**config.mk**
```make
export PLATFORM = sky130hd
export DESIGN_NAME = sync_slicer
export DESIGN_NICKNAME = d
export VERILOG_FILES = /design/src/rtl/sync_slicer_pkg.sv /design/src/rtl/sync_edge_det.sv /design/src/rtl/sync_gate_timer.sv /design/src/rtl/sync_level_track.sv /design/src/rtl/sync_slicer.sv
export SDC_FILE = /design/constraint.sdc
export NUM_CORES = 1
export LEC_CHECK = 0
export ABC_AREA = 0
export BUFFER_PORTS_ARGS = -buffer_cell sky130_fd_sc_hd__buf_2
export CAP_MARGIN = 20
export CORE_AREA = 2 2 97 99
export DETAILED_ROUTE_END_ITERATION = 10
export DIE_AREA = 0 0 99 101
export PLACE_DENSITY = 0.73
export SETUP_SLACK_MARGIN = 0.1
export SLEW_MARGIN = 5
export SYNTH_ARGS = -nofsm -noshare
export SYNTH_HDL_FRONTEND = slang
export SYNTH_SLANG_ARGS = --single-unit
```
**constraint.sdc**
```tcl
create_clock -name clk -period 4.4 [get_ports clk]
set_input_delay 0 -clock clk [delete_from_list [all_inputs] [get_ports clk]]
set_output_delay 0 -clock clk [all_outputs]
set_load 0.02 [all_outputs]
```
**src/rtl/sync_slicer_pkg.sv**
```systemverilog
package sync_slicer_pkg;

  typedef enum logic [1:0] {
    GT_IDLE = 2'd0,
    GT_WAIT = 2'd1,
    GT_OPEN = 2'd2
  } gate_state_e;

  // Converts a duration in tenths of a microsecond into a rounded sample count.
  function automatic int unsigned tenths_to_samples(int unsigned cyc_per_us, int unsigned tenths);
    return (cyc_per_us * tenths + 5) / 10;
  endfunction

endpackage

```
**src/rtl/sync_edge_det.sv**
```systemverilog
module sync_edge_det #(
  parameter int unsigned W   = 10,
  parameter int unsigned THR = 160
) (
  input  logic         clk,
  input  logic         rst_n,
  input  logic         sample_en,
  input  logic [W-1:0] sample,
  output logic         below,
  output logic         lead,
  output logic         trail
);
  logic coarse_q;

  assign below = (sample < W'(THR));
  assign lead  = sample_en &  below & ~coarse_q;
  assign trail = sample_en & ~below &  coarse_q;

  always_ff @(posedge clk or negedge rst_n) begin
    if (!rst_n)         coarse_q <= 1'b0;
    else if (sample_en) coarse_q <= below;
  end


  lead_seen_chk: assert property (@(posedge clk) disable iff (!rst_n)
    $rose(coarse_q) |-> $past(lead));

  trail_seen_chk: assert property (@(posedge clk) disable iff (!rst_n)
    $fell(coarse_q) |-> $past(trail));
endmodule

```
**src/rtl/sync_gate_timer.sv**
```systemverilog
module sync_gate_timer
  import sync_slicer_pkg::*;
#(
  parameter int unsigned DLY = 4,
  parameter int unsigned LEN = 10
) (
  input  logic clk,
  input  logic rst_n,
  input  logic sample_en,
  input  logic start,
  input  logic abort,
  output logic gate,
  output logic take,
  output logic done
);
  localparam int unsigned MAXC = (DLY > LEN) ? DLY : LEN;
  localparam int unsigned CW   = $clog2(MAXC + 1);
  localparam logic [CW-1:0] DLY_LAST = CW'((DLY == 0) ? 0 : DLY - 1);
  localparam logic [CW-1:0] LEN_LAST = CW'(LEN - 1);

  gate_state_e   state_q;
  logic [CW-1:0] cnt_q;

  always_ff @(posedge clk or negedge rst_n) begin
    if (!rst_n) begin
      state_q <= GT_IDLE;
      cnt_q   <= '0;
    end else if (start) begin
      if (DLY == 0) begin
        state_q <= GT_OPEN;
        cnt_q   <= LEN_LAST;
      end else begin
        state_q <= GT_WAIT;
        cnt_q   <= DLY_LAST;
      end
    end else if (abort) begin
      state_q <= GT_IDLE;
      cnt_q   <= '0;
    end else if (sample_en) begin
      case (state_q)
        GT_WAIT: begin
          if (cnt_q == '0) begin
            state_q <= GT_OPEN;
            cnt_q   <= LEN_LAST;
          end else begin
            cnt_q <= cnt_q - 1'b1;
          end
        end
        GT_OPEN: begin
          if (cnt_q == '0) state_q <= GT_IDLE;
          else             cnt_q   <= cnt_q - 1'b1;
        end
        default: state_q <= GT_IDLE;
      endcase
    end
  end

  assign gate = (state_q == GT_OPEN);
  assign take = sample_en & gate & ~abort & ~start;
  assign done = take & (cnt_q == '0);

  // checker state: samples taken in the current open window
  logic [CW:0] run_q;
  always_ff @(posedge clk or negedge rst_n) begin
    if (!rst_n)     run_q <= '0;
    else if (!gate) run_q <= '0;
    else if (take)  run_q <= run_q + 1'b1;
  end


  open_len_chk: assert property (@(posedge clk) disable iff (!rst_n)
    run_q <= (CW+1)'(LEN));

  abort_close_chk: assert property (@(posedge clk) disable iff (!rst_n)
    (abort && !start) |=> !gate);

  open_after_wait_chk: assert property (@(posedge clk) disable iff (!rst_n)
    $rose(gate) |-> ($past(state_q) == GT_WAIT || DLY == 0));
endmodule

```
**src/rtl/sync_level_track.sv**
```systemverilog
module sync_level_track #(
  parameter int unsigned W     = 10,
  parameter int unsigned K     = 3,
  parameter int unsigned INIT  = 0
) (
  input  logic         clk,
  input  logic         rst_n,
  input  logic         take,
  input  logic [W-1:0] sample,
  output logic [W-1:0] level
);
  // One first-order smoothing step: moves by (sample - current) >>> K.
  function automatic logic [W-1:0] iir_next(logic [W-1:0] cur, logic [W-1:0] smp);
    logic signed [W+1:0] diff;
    logic signed [W+1:0] step;
    logic signed [W+1:0] nxt;
    diff = $signed({2'b00, smp}) - $signed({2'b00, cur});
    step = diff >>> K;
    nxt  = $signed({2'b00, cur}) + step;
    return nxt[W-1:0];
  endfunction

  always_ff @(posedge clk or negedge rst_n) begin
    if (!rst_n)    level <= W'(INIT);
    else if (take) level <= iir_next(level, sample);
  end


  hold_chk: assert property (@(posedge clk) disable iff (!rst_n)
    !take |=> $stable(level));

  toward_up_chk: assert property (@(posedge clk) disable iff (!rst_n)
    (take && sample >= level) |=> (level >= $past(level) && level <= $past(sample)));

  toward_down_chk: assert property (@(posedge clk) disable iff (!rst_n)
    (take && sample < level) |=> (level < $past(level) && level >= $past(sample)));
endmodule

```
**src/rtl/sync_slicer.sv**
```systemverilog
module sync_slicer
  import sync_slicer_pkg::*;
#(
  parameter int unsigned SAMPLE_W    = 10,
  parameter int unsigned CYC_PER_US  = 5,
  parameter int unsigned CLAMP_LEVEL = 64,
  parameter int unsigned COARSE_OFS  = 96,
  parameter int unsigned HYST        = 8,
  parameter int unsigned TRACK_SHIFT = 3
) (
  input  logic                clk,
  input  logic                rst_n,
  input  logic                sample_en,
  input  logic [SAMPLE_W-1:0] sample,
  output logic                csync_n,
  output logic [SAMPLE_W-1:0] slice_level,
  output logic [SAMPLE_W-1:0] tip_level,
  output logic [SAMPLE_W-1:0] porch_level,
  output logic                level_valid
);
  localparam int unsigned COARSE_THR = CLAMP_LEVEL + COARSE_OFS;
  localparam int unsigned TIP_DLY    = tenths_to_samples(CYC_PER_US, 8);
  localparam int unsigned TIP_LEN    = tenths_to_samples(CYC_PER_US, 20);
  localparam int unsigned PORCH_SKIP = tenths_to_samples(CYC_PER_US, 4);
  localparam int unsigned PORCH_LEN  = tenths_to_samples(CYC_PER_US, 20);
  localparam int unsigned TIP_INIT   = CLAMP_LEVEL;
  localparam int unsigned PORCH_INIT = CLAMP_LEVEL + 2 * COARSE_OFS;
  localparam logic [SAMPLE_W:0] MAXV = (SAMPLE_W+1)'((1 << SAMPLE_W) - 1);

  function automatic logic [SAMPLE_W-1:0] midpoint(logic [SAMPLE_W-1:0] a, logic [SAMPLE_W-1:0] b);
    logic [SAMPLE_W:0] s;
    s = {1'b0, a} + {1'b0, b};
    return s[SAMPLE_W:1];
  endfunction

  function automatic logic [SAMPLE_W-1:0] band_low(logic [SAMPLE_W-1:0] m);
    return (m > SAMPLE_W'(HYST)) ? m - SAMPLE_W'(HYST) : '0;
  endfunction

  function automatic logic [SAMPLE_W-1:0] band_high(logic [SAMPLE_W-1:0] m);
    logic [SAMPLE_W:0] s;
    s = {1'b0, m} + (SAMPLE_W+1)'(HYST);
    return (s > MAXV) ? MAXV[SAMPLE_W-1:0] : s[SAMPLE_W-1:0];
  endfunction

  // named internal events
  logic coarse_below, sync_lead, sync_trail;
  logic tip_gate, tip_take, tip_done;
  logic porch_gate, porch_take, porch_done;
  logic tip_seen_q, valid_q, sync_q;
  logic [SAMPLE_W-1:0] thr_lo, thr_hi;

  sync_edge_det #(.W(SAMPLE_W), .THR(COARSE_THR)) u_edge (
    .clk(clk), .rst_n(rst_n), .sample_en(sample_en), .sample(sample),
    .below(coarse_below), .lead(sync_lead), .trail(sync_trail)
  );

  sync_gate_timer #(.DLY(TIP_DLY), .LEN(TIP_LEN)) u_tip_gate (
    .clk(clk), .rst_n(rst_n), .sample_en(sample_en),
    .start(sync_lead), .abort(sync_trail),
    .gate(tip_gate), .take(tip_take), .done(tip_done)
  );

  sync_gate_timer #(.DLY(PORCH_SKIP), .LEN(PORCH_LEN)) u_porch_gate (
    .clk(clk), .rst_n(rst_n), .sample_en(sample_en),
    .start(sync_trail), .abort(sync_lead),
    .gate(porch_gate), .take(porch_take), .done(porch_done)
  );

  sync_level_track #(.W(SAMPLE_W), .K(TRACK_SHIFT), .INIT(TIP_INIT)) u_tip_lvl (
    .clk(clk), .rst_n(rst_n), .take(tip_take), .sample(sample), .level(tip_level)
  );

  sync_level_track #(.W(SAMPLE_W), .K(TRACK_SHIFT), .INIT(PORCH_INIT)) u_porch_lvl (
    .clk(clk), .rst_n(rst_n), .take(porch_take), .sample(sample), .level(porch_level)
  );

  assign slice_level = midpoint(tip_level, porch_level);
  assign thr_lo      = band_low(slice_level);
  assign thr_hi      = band_high(slice_level);

  always_ff @(posedge clk or negedge rst_n) begin
    if (!rst_n) begin
      tip_seen_q <= 1'b0;
      valid_q    <= 1'b0;
    end else begin
      if (tip_take)               tip_seen_q <= 1'b1;
      if (porch_done && tip_seen_q) valid_q  <= 1'b1;
    end
  end

  always_ff @(posedge clk or negedge rst_n) begin
    if (!rst_n) begin
      sync_q <= 1'b0;
    end else if (sample_en) begin
      if (!valid_q)                        sync_q <= coarse_below;
      else if (!sync_q && sample < thr_lo) sync_q <= 1'b1;
      else if ( sync_q && sample > thr_hi) sync_q <= 1'b0;
    end
  end

  assign csync_n     = ~sync_q;
  assign level_valid = valid_q;


  out_hold_chk: assert property (@(posedge clk) disable iff (!rst_n)
    !sample_en |=> $stable(csync_n));

  valid_sticky_chk: assert property (@(posedge clk) disable iff (!rst_n)
    level_valid |=> level_valid);

  band_keep_high_chk: assert property (@(posedge clk) disable iff (!rst_n)
    (sample_en && level_valid && csync_n && sample >= thr_lo) |=> csync_n);

  band_keep_low_chk: assert property (@(posedge clk) disable iff (!rst_n)
    (sample_en && level_valid && !csync_n && sample <= thr_hi) |=> !csync_n);

  slice_between_chk: assert property (@(posedge clk) disable iff (!rst_n)
    (porch_level >= tip_level) |-> (slice_level >= tip_level && slice_level <= porch_level));

  gates_excl_chk: assert property (@(posedge clk) disable iff (!rst_n)
    !(tip_take && porch_take));
endmodule

```
# ---- Yosys cells after proc, flatten, opt, wreduce, memory -nomap -nowiden
# Index checks and enable logic that the tools add are counted.
# W data, S select, Z words.
dict set report word_totals {
  register_bits 36
  inputBits 13
  out_inout_bits 32
  elab_cells 94
}
dict set report op_classes {
  n_addsub 9
  n_lt_le_gt_ge 5
  n_eq_ne 11
  mux 29
  bitwise 16
  n_reduce_logical 14
}
# cell n
set op_table {}
lappend op_table {{$mux W4} 10}
lappend op_table {{$sub A10 B10 Y11} 2}
lappend op_table {{$add A10 B8 Y10} 2}
lappend op_table {{$mux W10} 2}
lappend op_table {{$mux W2} 10}
lappend op_table {{$ne A4 B2 Y1 const B} 4}
lappend op_table {{$pmux W4 S2} 2}
lappend op_table {{$reduce_and A3 Y1} 4}
lappend op_table {{$add A10 B10 Y11} 1}
lappend op_table {{$add A10 B4 Y11 const B} 1}
lappend op_table {{$and A1 B1 Y1} 11}
lappend op_table {{$gt A11 B10 Y1 const B} 1}
lappend op_table {{$gt A10 B10 Y1} 1}
lappend op_table {{$gt A10 B4 Y1 const B} 1}
lappend op_table {{$lt A10 B10 Y1} 1}
lappend op_table {{$lt A10 B8 Y1 const B} 1}
lappend op_table {{$sub A10 B4 Y10 const B} 1}
lappend op_table {{$logic_not A4 Y1} 2}
lappend op_table {{$ne A4 B1 Y1 const B} 2}
lappend op_table {{$pmux W2 S2} 2}
lappend op_table {{$reduce_bool A4 Y1} 2}
lappend op_table {{$sub A4 B1 Y4 const B} 2}
lappend op_table {{$not A1 Y1} 5}
lappend op_table {{$eq A2 B1 Y1 const B} 2}
lappend op_table {{other kinds (7)} 12}

# ---- Longest topological paths before layout
# Gate-level depths: netlist of run 1.
dict set report logic_depth {
  depth_word 9
  depth_mapped 19
  mapped_depth_nobuf 19
}

# ---- By module
# From an unflattened synthesis of run 1, not the netlist that was laid out.
dict set report hier_totals {
  hier_cells 534
  area_unflattened_um2 4624.4
}
# mod instances cells_each area_each_um2 seq_area_each_um2
set modules_own_cells {}
lappend modules_own_cells {sync_level_track 2 128 1101.1 251.5}
lappend modules_own_cells {sync_slicer 1 183 1465.2 75.1}
lappend modules_own_cells {{sync_gate_timer (u_tip_gate)} 1 44 491.7 150.1}
lappend modules_own_cells {{sync_gate_timer (u_porch_gate)} 1 42 385.4 150.1}
lappend modules_own_cells {sync_edge_det 1 9 80.1 25.0}

# ---- Worst setup path after synthesis of run 1
# No wires, ideal clock.
dict set report synth_path {
  path_kind {register to register}
  start {register u_tip_lvl.level[1]}
  end {register sync_q}
  setup_time_ps 64
  arrival_ps 4308
  t_required_ps 4336
  path_slack_ps 28
  path_stages_with_launch 19
  n_path_buf 0
  synth_period_minus_slack_ps 4372
  path_cell_list {dfrtp_1 inv_1 fa_1 nor2b_1 o21a_1 or2_2 xor2_1 ha_1 xnor3_1 o211ai_1 a211oi_2 nor2_1 ha_1 a21o_1 a21o_1 a21oi_1 o211ai_1 a221oi_1 a31o_2}
}
dict set report synth_between {
  elab_chain_cells 8
  elab_cells_between_ends 15
  classes_between {add/sub: 3; order compare: 4; eq/ne: 1; mux: 4; reduce/logical: 3}
}
# element line_no
set synth_rtl {}
lappend synth_rtl {{start, declared} sync_level_track.sv:10} ;# output logic [W-1:0] level
lappend synth_rtl {{start signal, assigned} sync_level_track.sv:24} ;# if (!rst_n) level <= W'(INIT);
lappend synth_rtl {{start signal, assigned} sync_level_track.sv:25} ;# else if (take) level <= iir_next(level, sample);
lappend synth_rtl {{$add A10 B10 Y11 (*)} sync_slicer.sv:32} ;# s = {1'b0, a} + {1'b0, b};
lappend synth_rtl {{via slice_level[3]} sync_slicer.sv:16} ;# output logic [SAMPLE_W-1:0] slice_level,
lappend synth_rtl {{$add A10 B4 Y11} sync_slicer.sv:42} ;# s = {1'b0, m} + (SAMPLE_W+1)'(HYST);
lappend synth_rtl {{$gt A11 B10 Y1} sync_slicer.sv:43} ;# return (s > MAXV) ? MAXV[SAMPLE_W-1:0] : s[SAMPLE_W-1:0];
lappend synth_rtl {{$mux W10} sync_slicer.sv:43}
lappend synth_rtl {{$gt A10 B10 Y1} sync_slicer.sv:98} ;# else if ( sync_q && sample > thr_hi) sync_q <= 1'b0;
lappend synth_rtl {{$logic_and A1 B1 Y1} sync_slicer.sv:98}
lappend synth_rtl {{$ne A3 B1 Y1 (no line)} -}
lappend synth_rtl {{$reduce_and A2 Y1 (no line)} -}
lappend synth_rtl {{end signal, assigned} sync_slicer.sv:96} ;# if (!valid_q) sync_q <= coarse_below;
lappend synth_rtl {{end, declared} sync_slicer.sv:50} ;# logic tip_seen_q, valid_q, sync_q;
# Mark *: on every way through the listed nets, which the timed path passes. The rest lies on a longest branch.
# A chain may end at the register's enable or synchronous reset.

# ---- Final worst setup path of run 1
dict set report layout_path {
  start {register u_tip_lvl.level[5]}
  end {register sync_q}
}
dict set report layout_between {
  elab_chain_cells 8
  elab_cells_between_ends 15
  classes_between {add/sub: 3; order compare: 4; eq/ne: 1; mux: 4; reduce/logical: 3}
}
# element line_no
set layout_rtl {}
lappend layout_rtl {{$add A10 B10 Y11 (*)} sync_slicer.sv:32}
lappend layout_rtl {{$add A10 B4 Y11} sync_slicer.sv:42}
lappend layout_rtl {{$gt A11 B10 Y1} sync_slicer.sv:43}
lappend layout_rtl {{$mux W10} sync_slicer.sv:43}
lappend layout_rtl {{$gt A10 B10 Y1} sync_slicer.sv:98}
lappend layout_rtl {{$logic_and A1 B1 Y1} sync_slicer.sv:98}
lappend layout_rtl {{$ne A3 B1 Y1 (no line)} -}
lappend layout_rtl {{$reduce_and A2 Y1 (no line)} -}
# Every way passes the cells marked *; elsewhere a longest branch is shown, timed or not.

==> flow_metrics.tcl, run 1 <==
set metrics [dict create \
    final_util_pct 54.3 \
    cts.path.max_buffers 2 \
    clock_latency_ns 0.29 \
    start_util_pct 48.5 \
    die-height_um 101 \
    htree_levels 2 \
    outcome "finished clean" \
    cts-buffers-inserted 5 \
    die_x_um 99 \
    route.detailed.drc 0 \
    finalClockSkew_ns 0.0110 \
    yosys_warnings 0 \
    syn_area_um2 4360 \
    tns_ns 0 \
    grt_max_degree 37 \
    dp_hpwl_um 8860 \
    min_period_over_period_pct 91.7 \
    area_growth_pct 11.8 \
    num_vias 4021 \
    arrival_ns 4.27 \
    crit_fanout 6 \
    clockRootBuffer "clkbuf_8" \
    r2r_cells 16 \
    fin_nets 662 \
    wirelength_um 11200 \
    n_antenna_cell 0 \
    gp_congestion 0.880 \
    max_stage_delay_ns 0.49 \
    slowest_stage "dfrtp_1" \
    hold_path_class "primary input to flop" \
    most-common-layout-cells "74 x ha_1, 45 x nor2_1, 44 x buf_2" \
    grt-busiest-layer "met2" \
    die_area_um2 10000 \
    ys.flop_type "dfrtp_1" \
    grt_pass1_wl_um 18300 \
    grt_pass1_vias 3880 \
    cp-start-kind "flop" \
    clock-sinks 36 \
    grt_usage_pct 22.7 \
    cp_data_required_time_ns 4.64 \
    tightest_slew_ns 0.850 \
    drt-wirelength-per-cell_um 16.4 \
    synth_nets 614 \
    crit_type "flop to flop" \
    drive_gt1_share_pct 15.8 \
    crit_path_end_kind "flop" \
    finalMaxSlewViolations 0 \
    use_met2_pct 39.7 \
    setup_viol 0 \
    async_flop_share_pct 100 \
    top_level_ports 45 \
    layout_commonest_cell "ha_1" \
    routed_via_density 5.90 \
    syn_inst 522 \
    grt_overflow_total 0 \
    ys_seq_area_share_pct 20.7 \
    drv_cap 0 \
    synth_edf_count 0 \
    drt.antenna.violating_nets 0 \
    final-hold-violation-count 0 \
    path_clk_slew_ns 0.08 \
    clock.fmax_mhz 248 \
    cts_tree "done" \
    globalRouteMet1Util_pct 27.1 \
    ys_types 70 \
    ys_ff_latch 36 \
    cp_common_cell "ha_1" \
    crit_chain "ha_1 > nor3b_1 > a31oi_1 > nand4_1 > ha_1 > xnor3_1 > o211ai_1 > a211oi_2 > buf_4 > nor2_1 > ha_1 > a21o_1 > a21oi_1 > o211ai_1 > a221oi_2 > a31o_2" \
    drt_first_pass_iters 4 \
    drt_iter0_drc 140 \
    holdPathStages 2 \
    max_slew_margin_pct 43.3 \
    row_count 35 \
    min_period_ns 4.04 \
    rsz0062_at_grt "false" \
    grt_use_met3_pct 5.06 \
    antenna_found_initial 0 \
    core_um2 8980 \
    syn_avg_cell_area_um2 8.34 \
    port_buffers 44 \
]
[critical path, delay by kind of cell, from the launching register on]
kind            cells  cell delay, ns
simple gates        3            0.48
xor+xnor            1            0.32
flops               1            0.49
fa+ha+maj           3            1.04
compound gates      8            1.47
buf+inv             1            0.17
[stage by stage]
stage                     cell area, um^2  worst slack (ns)  hold slack [ns]  std cells
after floorplan                      4360             0.248           -0.296        522
after global placement               4690             0.397            0.171        670
after detailed placement             4690             0.257            0.162        670
after CTS                            4810             0.215           0.0904        679
after global routing                 4870             0.124            0.131        682
final                                4870             0.363           0.0995        682
[layout make-up]
| cell class | instances | area (um^2) |
|---|---|---|
| Timing Repair Buffer | 50 | 268 |
| Multi-Input combinational cell | 437 | 3300 |
| Fill cell | 817 | 4110 |
| Inverter | 40 | 150 |
| Sequential cell | 36 | 907 |
| Tap cell | 111 | 139 |
| Clock inverter | 2 | 35.0 |
| Clock buffer | 6 | 72.6 |
[repair_timing]
action,CTS,global route
hold buffers,1,0
resized for setup,0,8
setup buffers,0,3
endpoints found under the hold margin,34,0
setup endpoints to repair,0,1
[logic make-up (layout without fill, tap and decap cells)]
group           Yosys count  after routing  synth area share [%]
compound gates          147            147                  22.0
mux                      14             14                  3.42
fa+ha+maj                79             79                  23.2
xor+xnor                 36             36                  7.56
simple gates            161            161                  18.7
buf+inv                  49             98                  4.42
flops                    36             36                  20.7
[registers in the layout (all words and copies together) (netlist names)]
name,cells
u_porch_lvl.level,10
u_tip_lvl.level,10
u_porch_gate.cnt_q,4
u_tip_gate.cnt_q,4
u_porch_gate.state_q,2
u_tip_gate.state_q,2
level_valid,1
sync_q,1
tip_seen_q,1
u_edge.coarse_q,1
[cells in the mapped netlist, drive strengths merged, types with 2 or more instances]
cell,number,area share (%)
o31ai,3,0.52
mux2i,7,1.6
xnor2,21,4.2
nand2b,9,1.3
nor2,46,4.0
or4b,3,0.69
mux2,7,1.8
dfstp,2,1.2
a31oi,7,1.0
nor3,10,1.3
or3,2,0.29
nand2,40,3.4
xor2,14,2.8
nand4b,2,0.40
and3,2,0.29
nor2b,13,1.9
a221oi,2,0.80
o211ai,2,0.34
a41o,3,0.69
ha,76,22
nor4,2,0.29
o21a,5,0.86
clkbuf,7,0.60
and2,5,0.75
a21oi,39,4.6
a21o,13,2.2
dfrtp,34,20
o31a,2,0.40
nand4,7,1.0
o22a,2,0.40
fa,3,1.4
o41a,2,0.52
buf,2,0.37
o21ai,45,5.2
inv,40,3.4
o21bai,3,0.60
nand3,9,1.1
a21boi,2,0.34
a211oi,6,1.3
nor4b,2,0.40
or2,4,0.57
[routing by layer]
metal  wire length [um]  part of all wire (%)
met1               4820                    43
met2               5310                    47
met3                605                   5.4
met4                456                   4.1
met5                  0                     0
[final timing paths]
kind                                                    from                                 to  slack, ns
max                           u_tip_lvl.level[5]$_DFFE_PN0P_                 sync_q$_DFFE_PN0P_       0.36
min                                                sample_en  u_tip_gate.state_q[1]$_DFFE_PN0P_        0.1
max reg2reg                   u_tip_lvl.level[5]$_DFFE_PN0P_                 sync_q$_DFFE_PN0P_       0.36
min reg2reg                u_porch_gate.cnt_q[1]$_DFFE_PN0P_  u_porch_gate.cnt_q[1]$_DFFE_PN0P_       0.51
max in group asynchronous                              rst_n     u_tip_lvl.level[0]$_DFFE_PN0P_       3.47
min in group asynchronous                              rst_n        u_edge.coarse_q$_DFFE_PN0P_       0.35
Power of run 1 is left out: the tool's default activity adds up to more than one toggle a clock period on the data nets, which glitch-free logic cannot reach.
==> run 2, diff against run 1 <==
==> constraint.sdc (replaced) <==
create_clock -name clk -period 4.4 [get_ports clk]
set_input_delay 0 -clock clk [delete_from_list [all_inputs] [get_ports clk]]
set_output_delay 0 -clock clk [all_outputs]
set_load 0.01 [all_outputs]
==> run 2 against run 1 <==
Count of clock-buffer cells in the layout is the same; flip-flop and latch count is the same; hold slack better by 0.0034 ns; clock skew up 0.0048 ns; critical path depth is 2 lower; register-to-register slack lost 0.03 ns; via count is 0.52% lower; utilization decreased by 0.33 points; maximum frequency fell by 0.68%; die area did not move; first-iteration DRC count is 47% higher; non-clock buffer count up 1; critical path type unchanged; highest routed layer unchanged.
==> flow_metrics.tcl, run 2 (synthesized netlist as in run 1, its figures left out) <==
set metrics [dict create \
    outcome "finished clean" \
    rsz0062_at_grt "false" \
    cts.path.max_buffers 2 \
    cts_tree "done" \
    drive_gt1_share_pct 15.6 \
    grt_pass1_wl_um 18800 \
    min_period_over_period_pct 92.4 \
    drv_cap 0 \
    top_level_ports 45 \
    route.detailed.drc 0 \
    htree_levels 2 \
    die_area_um2 10000 \
    most-common-layout-cells "75 x ha_1, 45 x nor2_1, 44 x buf_2" \
    top_regs "u_porch_lvl.level: 10 flops, u_tip_lvl.level: 10 flops" \
    area_growth_pct 11.1 \
    start_util_pct 48.5 \
    n_antenna_cell 0 \
    routed_via_density 5.86 \
    clock-sinks 36 \
    tightest_slew_ns 0.866 \
    grt_usage_pct 23.5 \
    max_slew_margin_pct 42.2 \
    cp_data_required_time_ns 4.65 \
    use_met2_pct 40.9 \
    drt.antenna.violating_nets 0 \
    min_period_ns 4.06 \
    setup_slack_ns 0.336 \
    finalMaxSlewViolations 0 \
    fin_nets 663 \
    clock_latency_ns 0.31 \
    critical-path-top-delay-family "compound AO/OA/AOI/OAI gates" \
    clock.fmax_mhz 246 \
    setup_viol 0 \
    pre_cts_slack_ns 0.289 \
    grt_max_degree 37 \
    grt_pass1_vias 3911 \
    max_stage_delay_ns 0.61 \
    slowest_stage "dfstp_2" \
    grt_use_met3_pct 3.88 \
    path_clk_slew_ns 0.09 \
    crit_chain "ha_1 > o21ai_0 > a21boi_0 > o41a_1 > a221oi_4 > inv_2 > or4_1 > nand2_1 > ha_1 > nor2b_1 > o21ai_0 > o211ai_1 > a221oi_1 > a31o_2" \
    drt-wirelength-per-cell_um 16.7 \
    drt_iter0_drc 206 \
    finalClockSkew_ns 0.0158 \
    globalRouteMet1Util_pct 29.4 \
    cp.buffers_inverters 1 \
    hold_path_class "primary input to flop" \
    dp_hpwl_um 8980 \
    grt_overflow_total 0 \
    crit_path_end_kind "flop" \
    clockRootBuffer "clkbuf_8" \
    num_vias 4000 \
    core_um2 8980 \
    wirelength_um 11400 \
    fill_cells 827 \
    port_buffers 44 \
    arrival_ns 4.32 \
    antenna_found_initial 0 \
    drt_first_pass_iters 4 \
    crit_type "flop to flop" \
    grt-busiest-layer "met2" \
    tns_ns 0 \
    final-hold-violation-count 0 \
    crit_fanout 7 \
    layout_commonest_cell "ha_1" \
    cts-buffers-inserted 5 \
    gp_congestion 0.913 \
    cp-start-kind "flop" \
    row_count 35 \
    die-height_um 101 \
    die_x_um 99 \
]
-- run 2: per-layer routing --
metal | up-vias | part of all wire [%]
met5 | - | 0
met4 | 0 | 3.1
met2 | 99 | 48
met3 | 27 | 4.4
met1 | 1896 | 44
li1 | 1978 | -
-- run 2: path summary, 6_finish.rpt --
check,from,to,slack [ns],depth (start not counted)
max in group asynchronous,rst_n,u_porch_lvl.level[1]$_DFFE_PN0P_,3.46,2
hold / removal,sample_en,u_tip_gate.state_q[1]$_DFFE_PN0P_,0.10,2
hold reg to reg,tip_seen_q$_DFFE_PN0P_,tip_seen_q$_DFFE_PN0P_,0.48,1
min in group asynchronous,rst_n,sync_q$_DFFE_PN0P_,0.34,2
setup reg to reg,u_tip_lvl.level[6]$_DFFE_PN1P_,sync_q$_DFFE_PN0P_,0.34,14
setup / recovery,u_tip_lvl.level[6]$_DFFE_PN1P_,sync_q$_DFFE_PN0P_,0.34,14
-- run 2: layout make-up --
class	instances	area, um^2	area share, %
Multi-Input combinational cell	437	3270	67.6
Inverter	40	150	3.10
Sequential cell	36	908	18.8
Clock inverter	2	13.8	0.284
Timing Repair Buffer	51	275	5.69
Clock buffer	6	82.6	1.71
Tap cell	111	139	2.87
-- run 2: timing repair --
action                                 in CTS  in global routing
buffers inserted                            0                  3
endpoints found under the hold margin      34                  0
setup endpoints to repair                   0                  1
gates resized for setup                     0                  5
hold buffers                                1                  0
-- run 2: per-stage QoR --
step / area (um^2) / hold WS [ns] / utilization (%) / std cells
after floorplan: 4360 / -0.296 / - / 522
after global placement: 4690 / 0.158 / 52.3 / 671
after detailed placement: 4690 / 0.166 / 52.3 / 671
after CTS: 4800 / 0.101 / 53.5 / 680
after global routing: 4840 / 0.142 / 53.9 / 683
final: 4840 / 0.103 / 53.9 / 683
Power of run 2 is left out for the same reason.
